## config.mk

```make
export PLATFORM = sky130hd
export DESIGN_NAME = axi_idq_filter
export DESIGN_NICKNAME = d
export VERILOG_FILES = /design/src/rtl/axi_idq_pkg.sv /design/src/rtl/axi_idq_match.sv /design/src/rtl/axi_idq_lane.sv /design/src/rtl/axi_idq_filter.sv
export SDC_FILE = /design/constraint.sdc
export NUM_CORES = 1
export LEC_CHECK = 0
export BUFFER_PORTS_ARGS = -buffer_cell sky130_fd_sc_hd__clkbuf_2
export CELL_PAD_IN_SITES_DETAIL_PLACEMENT = 1
export CELL_PAD_IN_SITES_GLOBAL_PLACEMENT = 2
export CORE_MARGIN = 2
export CORE_UTILIZATION = 26
export DETAILED_ROUTE_END_ITERATION = 10
export PLACE_DENSITY_LB_ADDON = 0.1
export SLEW_MARGIN = 20
export SYNTH_ARGS = -nofsm -noshare
export SYNTH_HDL_FRONTEND = slang
export SYNTH_HIERARCHICAL = 1
export SYNTH_SLANG_ARGS = --single-unit
```

## constraint.sdc

```tcl
create_clock -name clk -period 1.2 [get_ports clk]
set_input_delay 0.24 -clock clk [delete_from_list [all_inputs] [get_ports clk]]
set_output_delay 0.24 -clock clk [all_outputs]
set_load 0.01 [all_outputs]
```

## src/rtl/axi_idq_pkg.sv

```systemverilog
package axi_idq_pkg;
  typedef enum logic [1:0] {
    EVT_OFF   = 2'b00,
    EVT_READ  = 2'b01,
    EVT_WRITE = 2'b10,
    EVT_RSVD  = 2'b11
  } evt_e;
endpackage

```

## src/rtl/axi_idq_match.sv

```systemverilog
module axi_idq_match #(
  parameter int ID_W = 16
) (
  input  logic [ID_W-1:0] txn_id,
  input  logic [ID_W-1:0] ref_id,
  input  logic [ID_W-1:0] ref_mask,
  output logic            hit
);
  assign hit = ((txn_id ^ ref_id) & ref_mask) == '0;
endmodule

```

## src/rtl/axi_idq_lane.sv

```systemverilog
module axi_idq_lane
  import axi_idq_pkg::*;
#(
  parameter int ID_W   = 16,
  parameter int SIZE_W = 3,
  parameter int PORT_W = 2,
  localparam int INC_W = 1 << SIZE_W
) (
  input  logic              clk,
  input  logic              rst_n,
  input  logic [PORT_W-1:0] mon_port,
  input  logic              ar_valid,
  input  logic              ar_ready,
  input  logic [ID_W-1:0]   ar_id,
  input  logic [SIZE_W-1:0] ar_size,
  input  logic              aw_valid,
  input  logic              aw_ready,
  input  logic [ID_W-1:0]   aw_id,
  input  logic [SIZE_W-1:0] aw_size,
  input  logic              r_valid,
  input  logic              r_ready,
  input  logic [ID_W-1:0]   r_id,
  input  logic              r_last,
  input  logic              w_valid,
  input  logic              w_ready,
  input  logic              w_last,
  input  evt_e              evt,
  input  logic              chan,
  input  logic              bytes,
  input  logic [ID_W-1:0]   flt_id,
  input  logic [ID_W-1:0]   flt_mask,
  output logic [INC_W-1:0]  inc_o
);
  logic ar_m, aw_m, r_m;
  logic ar_hit, aw_hit, r_beat, w_hs, w_beat, port_ok;
  logic [SIZE_W-1:0] rd_size_q, rd_size_d, wr_size_q, wr_size_d;
  logic [SIZE_W-1:0] rd_sz_cur, wr_sz_cur, sel_sz;
  logic wr_open_q, wr_open_d, wr_open_cur;
  logic trk_en, fire;
  logic [INC_W-1:0] inc_d, inc_q;

  axi_idq_match #(.ID_W(ID_W)) u_ar_m (.txn_id(ar_id), .ref_id(flt_id), .ref_mask(flt_mask), .hit(ar_m));
  axi_idq_match #(.ID_W(ID_W)) u_aw_m (.txn_id(aw_id), .ref_id(flt_id), .ref_mask(flt_mask), .hit(aw_m));
  axi_idq_match #(.ID_W(ID_W)) u_r_m  (.txn_id(r_id),  .ref_id(flt_id), .ref_mask(flt_mask), .hit(r_m));

  assign port_ok     = (mon_port == '0);
  assign ar_hit      = ar_valid && ar_ready && ar_m;
  assign aw_hit      = aw_valid && aw_ready && aw_m;
  assign r_beat      = r_valid && r_ready && r_m;
  assign w_hs        = w_valid && w_ready;
  assign wr_open_cur = wr_open_q || aw_hit;
  assign w_beat      = w_hs && wr_open_cur;
  assign rd_sz_cur   = ar_hit ? ar_size : rd_size_q;
  assign wr_sz_cur   = aw_hit ? aw_size : wr_size_q;

  // qualification and increment
  always_comb begin
    fire   = 1'b0;
    sel_sz = '0;
    unique case (evt)
      EVT_READ: begin
        if (!chan) begin
          fire   = ar_hit;
          sel_sz = ar_size;
        end else begin
          fire   = r_beat && (bytes || r_last);
          sel_sz = rd_sz_cur;
        end
      end
      EVT_WRITE: begin
        if (!chan) begin
          fire   = aw_hit;
          sel_sz = aw_size;
        end else begin
          fire   = w_beat && (bytes || w_last);
          sel_sz = wr_sz_cur;
        end
      end
      default: begin
        fire   = 1'b0;
        sel_sz = '0;
      end
    endcase
    if (fire && port_ok)
      inc_d = bytes ? (INC_W'(1) << sel_sz) : INC_W'(1);
    else
      inc_d = '0;
  end

  // burst tracking next state
  always_comb begin
    trk_en    = ar_hit || aw_hit || (w_hs && w_last);
    rd_size_d = rd_sz_cur;
    wr_size_d = wr_sz_cur;
    if (aw_hit)
      wr_open_d = 1'b1;
    else if (w_hs && w_last)
      wr_open_d = 1'b0;
    else
      wr_open_d = wr_open_q;
  end

  always_ff @(posedge clk or negedge rst_n) begin
    if (!rst_n) begin
      rd_size_q <= '0;
      wr_size_q <= '0;
      wr_open_q <= 1'b0;
    end else if (trk_en) begin
      rd_size_q <= rd_size_d;
      wr_size_q <= wr_size_d;
      wr_open_q <= wr_open_d;
    end
  end

  always_ff @(posedge clk or negedge rst_n) begin
    if (!rst_n) inc_q <= '0;
    else        inc_q <= inc_d;
  end

  assign inc_o = inc_q;

  AST_INC_POW2: assert property (@(posedge clk) disable iff (!rst_n)
    $onehot0(inc_q));
  AST_PORT_GATE: assert property (@(posedge clk) disable iff (!rst_n)
    (mon_port != '0) |=> (inc_q == '0));
  AST_EVT_OFF: assert property (@(posedge clk) disable iff (!rst_n)
    (evt == EVT_OFF || evt == EVT_RSVD) |=> (inc_q == '0));
  AST_BURST_UNIT: assert property (@(posedge clk) disable iff (!rst_n)
    (!bytes) |=> (inc_q <= INC_W'(1)));
  AST_ADDR_ONLY: assert property (@(posedge clk) disable iff (!rst_n)
    (!chan && !(ar_valid && ar_ready) && !(aw_valid && aw_ready)) |=> (inc_q == '0));
endmodule

```

## src/rtl/axi_idq_filter.sv

```systemverilog
module axi_idq_filter
  import axi_idq_pkg::*;
#(
  parameter int NUM_CNT       = 4,
  parameter int ID_W          = 16,
  parameter int SIZE_W        = 3,
  parameter int PORT_W        = 2,
  parameter bit SHARED_FILTER = 1'b0,
  localparam int INC_W = 1 << SIZE_W
) (
  input  logic                    clk,
  input  logic                    rst_n,
  input  logic [PORT_W-1:0]       mon_port,
  input  logic                    ar_valid,
  input  logic                    ar_ready,
  input  logic [ID_W-1:0]         ar_id,
  input  logic [SIZE_W-1:0]       ar_size,
  input  logic                    aw_valid,
  input  logic                    aw_ready,
  input  logic [ID_W-1:0]         aw_id,
  input  logic [SIZE_W-1:0]       aw_size,
  input  logic                    r_valid,
  input  logic                    r_ready,
  input  logic [ID_W-1:0]         r_id,
  input  logic                    r_last,
  input  logic                    w_valid,
  input  logic                    w_ready,
  input  logic                    w_last,
  input  logic [2*NUM_CNT-1:0]    cfg_evt,
  input  logic [NUM_CNT-1:0]      cfg_chan,
  input  logic [NUM_CNT-1:0]      cfg_bytes,
  input  logic [ID_W*NUM_CNT-1:0] cfg_id,
  input  logic [ID_W*NUM_CNT-1:0] cfg_mask,
  output logic [INC_W*NUM_CNT-1:0] cnt_inc
);
  for (genvar g = 0; g < NUM_CNT; g++) begin : g_lane
    logic [ID_W-1:0] lid, lmask;
    if (SHARED_FILTER) begin : g_shared
      assign lid   = cfg_id[ID_W-1:0];
      assign lmask = cfg_mask[ID_W-1:0];
    end else begin : g_own
      assign lid   = cfg_id[g*ID_W +: ID_W];
      assign lmask = cfg_mask[g*ID_W +: ID_W];
    end
    axi_idq_lane #(.ID_W(ID_W), .SIZE_W(SIZE_W), .PORT_W(PORT_W)) u_lane (
      .clk(clk), .rst_n(rst_n), .mon_port(mon_port),
      .ar_valid(ar_valid), .ar_ready(ar_ready), .ar_id(ar_id), .ar_size(ar_size),
      .aw_valid(aw_valid), .aw_ready(aw_ready), .aw_id(aw_id), .aw_size(aw_size),
      .r_valid(r_valid), .r_ready(r_ready), .r_id(r_id), .r_last(r_last),
      .w_valid(w_valid), .w_ready(w_ready), .w_last(w_last),
      .evt(evt_e'(cfg_evt[2*g +: 2])), .chan(cfg_chan[g]), .bytes(cfg_bytes[g]),
      .flt_id(lid), .flt_mask(lmask),
      .inc_o(cnt_inc[g*INC_W +: INC_W])
    );
  end
endmodule

```

==> results.cfg, run 1 <==
[synthesis]
ys_seq_area_share_pct = 25.4
synthXorXnorAreaFrac_pct = 28.4
synthFlopType = dfrtp_1
synth_seq_cells = 60
synthCells = 640
synth_top_family_by_area = XOR/XNOR gates
yosys.cell_types.count = 30
synth_most_common_cell = xor2_1
yosys-mux-area-fraction_pct = 4.06
yosysWarnings = 6
synthesis.nets = 860
synth_area_per_cell_um2 = 9.24
synth_edf_count = 0
yosys.area.top_type = xor2_1
synth-simple-area-share_pct = 20.1
synth_compound_area_share_pct = 19.5
synth_common_cells = xor2_1 (192), a22oi_1 (100), dfrtp_1 (60), nand2_1 (48), nor2_1 (44)
yosys.area_share.adder_pct = 1.69
yosysTopAreaCellShare_pct = 28.4
synth_area_leaders = xor2_1 (28%), dfrtp_1 (25%), a22oi_1 (13%), nand4_1 (3.4%), mux2_2 (3.0%)
async_flop_share_pct = 100
syn_area_um2 = 5920

[route]
postRouteAntennaNets = 0
drtPass1Iterations = 4
vias = 6565
drt_iter0_drc = 189
wirelength_mm = 26.4
via_per_inst = 5.02
drc = 0
wl_per_cell_um = 20.2

[outcome]
status = finished with violations
violations = setup timing

[clock_network]
insertion_delay_ns = 0.33
clkTransAtPathRegs_ns = 0.05
h-tree-depth = 3
cts_buffers = 9
cts.sinks = 60
cts_tree = built
cts.path.max_buffers = 2
cts_root_buffer = clkbuf_16

[worst_setup_path]
start_kind = input port
critPathRequiredTime_ns = 1.45
rrSetupSlack_ns = -0.22
critPathMaxStageDelay_ns = 0.35
crit_type = input port to flip-flop
arrival_ns = 2.39
cp_max_fo = 5
critPathCaptureType = flip-flop
r2r_cells = 6
critPathSlowestCell = mux2_4
cp_cell_sequence = clkbuf_16 > xor2_2 > a22oi_2 > nand4_1 > nor2_2 > nand3_4 > mux2_4 > a221oi_4 > buf_4 > nand2b_4 > nor2_1

[global_route]
grt_max_degree = 28
grt_busiest_layer = met2
grtUsageMet1_pct = 24.0
grt_pass1_wl_mm = 40.3
use_met2_pct = 40.6
use_met3_pct = 5.24
grt_usage_pct = 21.8
first_global_vias = 7371
antenna_found_initial = 6
overflow = 0

[floorplan]
start_util_pct = 26.3
core_um2 = 22500
die_y_um = 155
dieArea_um2 = 24000
io-pin-count = 244
rows = 55
die_w_um = 155

[power]
p_sw_share_pct = 32.5
switchingPower_mw = 2.36
power_density_nw_per_um2 = 759
ir_worst_vdd_v = 0.000464
seq_power_share_pct = 30.0
internal_power_mw = 4.89
power_frac_comb_pct = 37.4
power_mw = 7.25
power.leakage_nw = 4.63
power_frac_clock_pct = 32.6

[placed_design]
gp_congestion = 0.850
dpl_cell_area_um2 = 8400
port-buffer-count = 243
dp_hpwl_mm = 22.1

[sta]
worst_slack_ns = -0.939
period_needed_ns = 2.14
whs_ns = 0.255
finClkSkew_ns = 0.00402
setup_viol = 60
rsz0062_at_grt = yes
min_period_over_period_pct = 178
slew_headroom_pct = 75.4
drv_slew = 0
fmax_mhz = 468
hold_viol_final = 0
tightest_slew_ns = 0.366

[worst_hold_path]
hold_path_depth = 3
hold_class = input port to flip-flop

[cells_and_area]
syn_to_final_growth_pct = 61.5
drive_above_1_share_pct = 50.6
fin_area_um2 = 9550
num-nets-final = 1237

[run]
cap_violations = 0
-- per-stage QoR --
stage / instances / TNS [ns] / setup WS (ns) / util, %
6_report: 1308 / -35.46 / -0.939 / 42.4
5_1_grt: 1307 / -41.53 / -1.02 / 42.4
4_1_cts: 1298 / -35.36 / -0.845 / 40.7
3_5_place_dp: 1269 / -60.25 / -1.32 / 37.3
3_3_place_gp: 1269 / -59.20 / -1.28 / 37.3
2_1_floorplan: 640 / -23.17 / -0.646 / -
-- cell families after synthesis --
family	after synthesis
AO/OA/AOI/OAI	152
XOR/XNOR	192
adder cells (fa/ha/maj)	8
buffers and inverters	12
flip-flops	60
multiplexers	20
AND/OR/NAND/NOR	196
-- cell type report --
class	instances	area (um2)
Multi-Input combinational cell	568	4830
Sequential cell	60	1500
Antenna cell	2	5.00
Clock buffer	13	260
Timing Repair Buffer	370	2550
Tap cell	285	357
Inverter	8	30.0
Fill cell	2616	13000
Clock inverter	2	10.0
-- state kept, by name (all words and copies together), names as in the netlist --
name,cells
g_lane.u_lane/rd_size_q,12
g_lane.u_lane/wr_open_q,4
g_lane.u_lane/inc_o,32
g_lane.u_lane/wr_size_q,12
-- metal layers --
layer	routed length, um	part of all wire (%)
met1	10400	39
met2	13800	52
met3	1460	5.5
met4	692	2.6
met5	39	0.15
-- power by group through the flow --
stage,Combinational [mW],Sequential [mW],Clock (mW)
floorplan,1.06,2.19,0
global placement,2.36,2.20,0
detailed placement,2.45,2.20,0
CTS,2.61,2.17,2.42
global route,2.95,2.18,2.53
finish,2.71,2.18,2.36
-- placed cells by master, fill, tap and decap left out, types with 9 or more instances in the layout --
master	n
nor2_1	29
dfrtp_1	60
xor2_1	183
mux2_2	13
nand2_1	43
buf_6	26
clkbuf_2	211
a22oi_2	28
nand3_1	9
clkbuf_16	13
nand4_1	32
nor2_2	11
and4_4	10
a21oi_1	11
buf_4	101
a22oi_1	72
-- critical path, delay by kind of cell --
family	cells	cell delay, ns
xor gates and xnor gates	1	0.17
and+or+nand+nor	5	0.78
muxes	1	0.35
AOI/OAI and AO/OA	2	0.53
buffers and inverters	2	0.32
-- what timing repair did --
action,in CTS,in global routing
buffers inserted,13,10
gates resized for setup,82,98
pin swaps,52,71
hold buffers,1,0
hold endpoints to repair,10,0
endpoints found under the setup margin,60,60
-- path summary, 6_finish.rpt --
kind / startpoint / end
worst max-delay path: aw_id[9] / g_lane[2].u_lane/inc_o[6]$_DFF_PN0_
min in group asynchronous: rst_n / g_lane[3].u_lane/inc_o[4]$_DFF_PN0_
max in group asynchronous: rst_n / g_lane[3].u_lane/wr_open_q$_DFFE_PN0P_
worst max register to register: g_lane[2].u_lane/rd_size_q[0]$_DFFE_PN0P_ / g_lane[2].u_lane/inc_o[6]$_DFF_PN0_
worst min register to register: g_lane[3].u_lane/rd_size_q[0]$_DFFE_PN0P_ / g_lane[3].u_lane/rd_size_q[0]$_DFFE_PN0P_
worst min-delay path: cfg_bytes[1] / g_lane[1].u_lane/inc_o[0]$_DFF_PN0_
Power figures use the tool's default switching activity.
==> run 2, diff against run 1 <==
--- a/config.mk
+++ b/config.mk
@@ -10,8 +10,9 @@
 export CELL_PAD_IN_SITES_GLOBAL_PLACEMENT = 2
 export CORE_MARGIN = 2
 export CORE_UTILIZATION = 26
+export CTS_CLUSTER_DIAMETER = 150
 export DETAILED_ROUTE_END_ITERATION = 10
-export PLACE_DENSITY_LB_ADDON = 0.1
+export PLACE_DENSITY_LB_ADDON = 0.05
 export SLEW_MARGIN = 20
 export SYNTH_ARGS = -nofsm -noshare
 export SYNTH_HDL_FRONTEND = slang
==> results.cfg, run 2 (synthesis results as in run 1) <==
[outcome]
status = finished with violations
violations = setup timing

[route]
drc = 0
via_per_inst = 4.99
postRouteAntennaNets = 0
vias = 6599
drtPass1Iterations = 4
wirelength_mm = 27.0
drt_iter0_drc = 188
wl_per_cell_um = 20.4

[clock_network]
cts_tree = built
cts.sinks = 60
cts_root_buffer = clkbuf_16
cts_buffers = 9
h-tree-depth = 3
insertion_delay_ns = 0.33
cts.path.max_buffers = 2
clkTransAtPathRegs_ns = 0.06

[cells_and_area]
final_cells = 1323
num-nets-final = 1252
largest_reg_flops = 32
drive_above_1_share_pct = 53.6
syn_to_final_growth_pct = 67.6
final_cell_mix = clkbuf_2 (199), xor2_1 (177), buf_4 (112)
register_area_um2 = 1500
utilization_pct = 44.1
fill_cells = 2604
final_common_cell = clkbuf_2
multiInputGateArea_um2 = 4960

[worst_setup_path]
r2r_cells = 4
r2r-end = g_lane[3].u_lane/inc_o[6]$_DFF_PN0_
critPathMaxStageDelay_ns = 0.34
crit_end = g_lane[3].u_lane/inc_o[7]$_DFF_PN0_
cp-startpoint = ar_id[5]
critPathRequiredTime_ns = 1.41
rrSetupSlack_ns = -0.20
crit_type = input port to flip-flop
cp_cell_sequence = clkbuf_16 > buf_12 > xor2_1 > a22oi_1 > nand4_1 > nor2_4 > nand3_4 > and4_4 > nor4_4 > nand3b_1 > nor2_1
critPathSlowestCell = nor4_4
critPathCaptureType = flip-flop
r2r_start = g_lane[3].u_lane/wr_size_q[2]$_DFFE_PN0P_
cp_max_fo = 6
arrival_ns = 2.28
start_kind = input port

[global_route]
overflow = 0
grt_max_degree = 61
antenna_found_initial = 3
first_global_vias = 7460
grt_usage_pct = 22.1
grt_pass1_wl_mm = 40.9

[placed_design]
dp_hpwl_mm = 22.0
gp_congestion = 0.843
pre_cts_ws_ns = -1.36
port-buffer-count = 243
placed_cells = 1275

[sta]
finClkSkew_ns = 0.00242
rsz0062_at_grt = yes
hold_viol_final = 0
whs_ns = 0.265
setup_viol = 60
fmax_mhz = 484
slew_headroom_pct = 70.3
fin_tns_setup_ns = -35.91
period_needed_ns = 2.07
min_period_over_period_pct = 172
worst_slack_ns = -0.865
drv_slew = 0
tightest_slew_ns = 0.446

[floorplan]
die_w_um = 155
rows = 55
io-pin-count = 244
die_y_um = 155
core_um2 = 22500
dieArea_um2 = 24000
start_util_pct = 26.3

[power]
power.leakage_nw = 4.79
seq_power_share_pct = 29.1
power_density_nw_per_um2 = 755
p_sw_share_pct = 33.3
switchingPower_mw = 2.49
power_frac_comb_pct = 37.8
ir_worst_vdd_v = 0.000570
internal_power_mw = 5.00
power_frac_clock_pct = 33.1

[run]
cap_violations = 0

[worst_hold_path]
hold_class = input port to flip-flop
run 2: changes by cell type in the layout (fill, tap and decap cells not counted), sizes merged:
cell / before / now
buf: 147 / 161
clkbuf: 235 / 234
diode: 2 / 1
clkinvlp: 0 / 3
run 2: final cells by class:
type	instances	share of cell area, %
clock inverter	5	0.366
tap	285	3.60
sequential	60	15.1
inverter	8	0.303
multi-input combinational	568	50.1
clock buffer	11	2.55
timing repair buffer	385	28.0
antenna	1	0.0252
run 2: how the worst min path moves through the flow:
| stage | start | endpoint | slack [ns] | cells after the start |
|---|---|---|---|---|
| global route | cfg_bytes[3] | g_lane[3].u_lane/inc_o[0]$_DFF_PN0_ | 0.28 | 3 |
| finish | cfg_bytes[0] | g_lane[0].u_lane/inc_o[0]$_DFF_PN0_ | 0.27 | 3 |
| CTS | cfg_bytes[3] | g_lane[3].u_lane/inc_o[0]$_DFF_PN0_ | 0.25 | 3 |
| global placement | rst_n | g_lane[2].u_lane/inc_o[5]$_DFF_PN0_ | 0.28 | 2 |
| floorplan | rst_n | g_lane[0].u_lane/inc_o[0]$_DFF_PN0_ | -0.06 | 0 |
| detailed placement | rst_n | g_lane[2].u_lane/inc_o[7]$_DFF_PN0_ | 0.29 | 2 |
run 2: critical path: cells and delay by family:
kind,cells,cell delay [ns]
buffers and inverters,2,0.25
AND/OR/NAND/NOR,7,1.48
AO/OA/AOI/OAI,1,0.16
XOR/XNOR,1,0.13
run 2: per-stage QoR:
| step | area [um2] | total power, mW |
|---|---|---|
| 6_report | 9910 | 7.49 |
| 5_1_grt | 9910 | 7.91 |
| 4_1_cts | 9470 | 7.44 |
| 3_5_place_dp | 8380 | 4.67 |
| 3_3_place_gp | 8380 | 4.57 |
| 2_1_floorplan | 5970 | 3.25 |
run 2: power groups by stage:
stage / combinational (mW) / clock, mW / sequential [mW]
finish: 2.83 / 2.48 / 2.18
global route: 3.08 / 2.64 / 2.18
CTS: 2.71 / 2.55 / 2.17
detailed placement: 2.46 / 0 / 2.20
global placement: 2.37 / 0 / 2.20
floorplan: 1.06 / 0 / 2.19
run 2: timing repair:
item                                   CTS  global route
endpoints found under the hold margin   60             0
gates resized for setup                142           102
setup buffers                           17            21
setup endpoints to repair               60            60
hold buffers                             1             0
pin swaps                               55            61
run 2: routing by layer:
layer  global-route usage [%]  part of all wire, %
met1                     24.4                   39
met2                     42.1                   53
met3                     4.76                  5.3
met4                     6.88                  2.9
met5                        0                0.085
==> run 3, diff against run 2 <==
--- a/config.mk
+++ b/config.mk
@@ -5,11 +5,12 @@
 export SDC_FILE = /design/constraint.sdc
 export NUM_CORES = 1
 export LEC_CHECK = 0
+export ABC_AREA = 1
 export BUFFER_PORTS_ARGS = -buffer_cell sky130_fd_sc_hd__clkbuf_2
 export CELL_PAD_IN_SITES_DETAIL_PLACEMENT = 1
 export CELL_PAD_IN_SITES_GLOBAL_PLACEMENT = 2
 export CORE_MARGIN = 2
-export CORE_UTILIZATION = 26
+export CORE_UTILIZATION = 22
 export CTS_CLUSTER_DIAMETER = 150
 export DETAILED_ROUTE_END_ITERATION = 10
 export PLACE_DENSITY_LB_ADDON = 0.05
==> results.cfg, run 3 <==
[outcome]
status = finished with violations
violations = setup timing

[worst_setup_path]
critPathRequiredTime_ns = 1.47
cp_cell_sequence = clkbuf_16 > buf_8 > inv_2 > nand2_2 > nand3_2 > nand2_4 > nor2_4 > nand2_4 > nor2_4 > nand3_4 > a21oi_2 > nand2_1 > nand2_1 > nand2_2 > nor2_4 > nand3_4 > nor2_1
critPathCaptureType = flip-flop
r2r_start = g_lane[3].u_lane/wr_open_q$_DFFE_PN0P_
cp-startpoint = ar_id[2]
crit_type = input port to flip-flop
critPathSlowestCell = nor2_4
cpMostUsedCell = nor2_4
r2r_cells = 8
arrival_ns = 1.92
start_kind = input port
critPathMaxStageDelay_ns = 0.15
cp_max_fo = 4

[power]
power.leakage_nw = 7.98
power_frac_comb_pct = 41.8
ir_worst_vdd_v = 0.000529
switchingPower_mw = 3.20
seq_power_share_pct = 23.3
p_sw_share_pct = 35.6
power_density_nw_per_um2 = 670
internal_power_mw = 5.79
power_frac_clock_pct = 34.9

[floorplan]
die_w_um = 192
die_y_um = 192
dieArea_um2 = 36800
start_util_pct = 22.4
rows = 68
io-pin-count = 244
core_um2 = 34600

[cells_and_area]
utilization_pct = 38.7
largest_reg_flops = 32
final_common_cell = nand2_1
syn_to_final_growth_pct = 72.9
final_cell_mix = nand2_1 (456), inv_1 (311), clkbuf_2 (177)
drive_above_1_share_pct = 44.0
fill_cells = 4526
num-nets-final = 2168
final_cells = 2410

[clock_network]
cts_tree = built
cts.path.max_buffers = 2
cts_root_buffer = clkbuf_16
h-tree-depth = 3
cts_buffers = 9
clkTransAtPathRegs_ns = 0.05
insertion_delay_ns = 0.35
cts.sinks = 60

[placed_design]
dp_hpwl_mm = 28.3
placed_cells = 2376
pre_cts_ws_ns = -1.08
port-buffer-count = 243
gp_congestion = 0.796

[global_route]
grt_usage_pct = 18.7
grt_max_degree = 61
grt_pass1_wl_mm = 54.1
antenna_found_initial = 3
overflow = 0
first_global_vias = 10300

[synthesis]
synthCells = 1552
yosys.cell_types.count = 15
synth_area_per_cell_um2 = 5.00
synth_common_cells = nand2_1 (620), inv_1 (396), nand3_1 (208), nor2_1 (156), dfrtp_1 (60)
yosys.area.top_type = nand2_1
synth_most_common_cell = nand2_1
async_flop_share_pct = 100
yosysTopAreaCellShare_pct = 30.0
syn_area_um2 = 7760
synthFlopType = dfrtp_1
ys_seq_area_share_pct = 19.4
synthesis.nets = 1772
synth_edf_count = 0
synth_area_leaders = nand2_1 (30%), dfrtp_1 (19%), inv_1 (19%), nand3_1 (13%), nor2_1 (7.5%)
synth_seq_cells = 60
yosysWarnings = 6

[sta]
fin_tns_setup_ns = -13.96
drv_slew = 0
fmax_mhz = 604
finClkSkew_ns = 0.00996
whs_ns = 0.215
hold_viol_final = 0
tightest_slew_ns = 0.354
slew_headroom_pct = 76.4
min_period_over_period_pct = 138
rsz0062_at_grt = yes
period_needed_ns = 1.65
setup_viol = 44
worst_slack_ns = -0.455

[route]
vias = 10200
drtPass1Iterations = 4
drc = 0
postRouteAntennaNets = 0
drt_iter0_drc = 257
via_per_inst = 4.24
wirelength_mm = 34.4
wl_per_cell_um = 14.3

[worst_hold_path]
min_from = cfg_bytes[3]
hold_path_depth = 3
hold_class = input port to flip-flop

[run]
cap_violations = 0
==> run 3: layer usage <==
metal / vias up / track usage, % / share of wire, %
met1: 4646 / 25.0 / 47
met3: 22 / 2.85 / 4.3
met2: 145 / 32.2 / 48
li1: 5403 / - / -
met4: 2 / 2.93 / 0.94
met5: - / 0 / 0.047
==> run 3: critical path, delay by kind of cell <==
kind | cells | cell delay, ns
and+or+nand+nor | 13 | 1.24
buffers and inverters | 3 | 0.30
AOI/OAI and AO/OA | 1 | 0.14
==> run 3: power by group through the flow <==
stage / Combinational (mW) / Clock [mW] / Sequential, mW
floorplan: 1.28 / 0 / 2.12
global placement: 2.86 / 0 / 2.12
detailed placement: 2.94 / 0 / 2.12
CTS: 3.46 / 3.20 / 2.09
global route: 4.20 / 3.27 / 2.10
finish: 3.76 / 3.14 / 2.10
==> run 3: cells by family after synthesis <==
family | count (synthesis) | synth area share, %
AOI/OAI and AO/OA | 36 | 2.32
buffers and inverters | 400 | 19.7
DFF | 60 | 19.4
and+or+nand+nor | 1048 | 57.3
adders and majority gates | 8 | 1.29
==> run 3: layout make-up <==
type / instances / area (um2) / area share, %
multi-input cells: 1092 / 6260 / 46.7
repair buffers: 389 / 3140 / 23.4
clock buffers: 12 / 256 / 1.91
inverters: 396 / 1590 / 11.8
flip-flops and latches: 60 / 1500 / 11.2
well taps: 455 / 569 / 4.24
clock inverters: 4 / 95.1 / 0.709
diodes: 2 / 5.00 / 0.0373
==> run 3: per-stage QoR <==
stage | power (mW) | cell area [um2]
after floorplan | 3.40 | 7940
after detailed placement | 5.06 | 10800
after global routing | 9.57 | 13400
after global placement | 4.98 | 10800
final | 8.99 | 13400
after CTS | 8.75 | 12500
==> run 3: final timing paths <==
| kind | end | slack (ns) |
|---|---|---|
| min in group asynchronous | g_lane[1].u_lane/inc_o[0]$_DFF_PN0_ | 0.46 |
| worst max register to register | g_lane[3].u_lane/inc_o[7]$_DFF_PN0_ | -0.01 |
| worst min-delay path | g_lane[3].u_lane/inc_o[0]$_DFF_PN0_ | 0.21 |
| max in group asynchronous | g_lane[2].u_lane/wr_size_q[0]$_DFFE_PN0P_ | 0.45 |
| worst max-delay path | g_lane[0].u_lane/inc_o[4]$_DFF_PN0_ | -0.45 |
| worst min register to register | g_lane[3].u_lane/wr_size_q[1]$_DFFE_PN0P_ | 0.49 |
==> run 3: timing repair <==
action / in CTS / in global routing
hold buffers: 1 / 0
pin swaps: 161 / 161
endpoints found under the hold margin: 60 / 0
setup buffers: 19 / 12
resized for setup: 351 / 301
setup endpoints to repair: 60 / 56
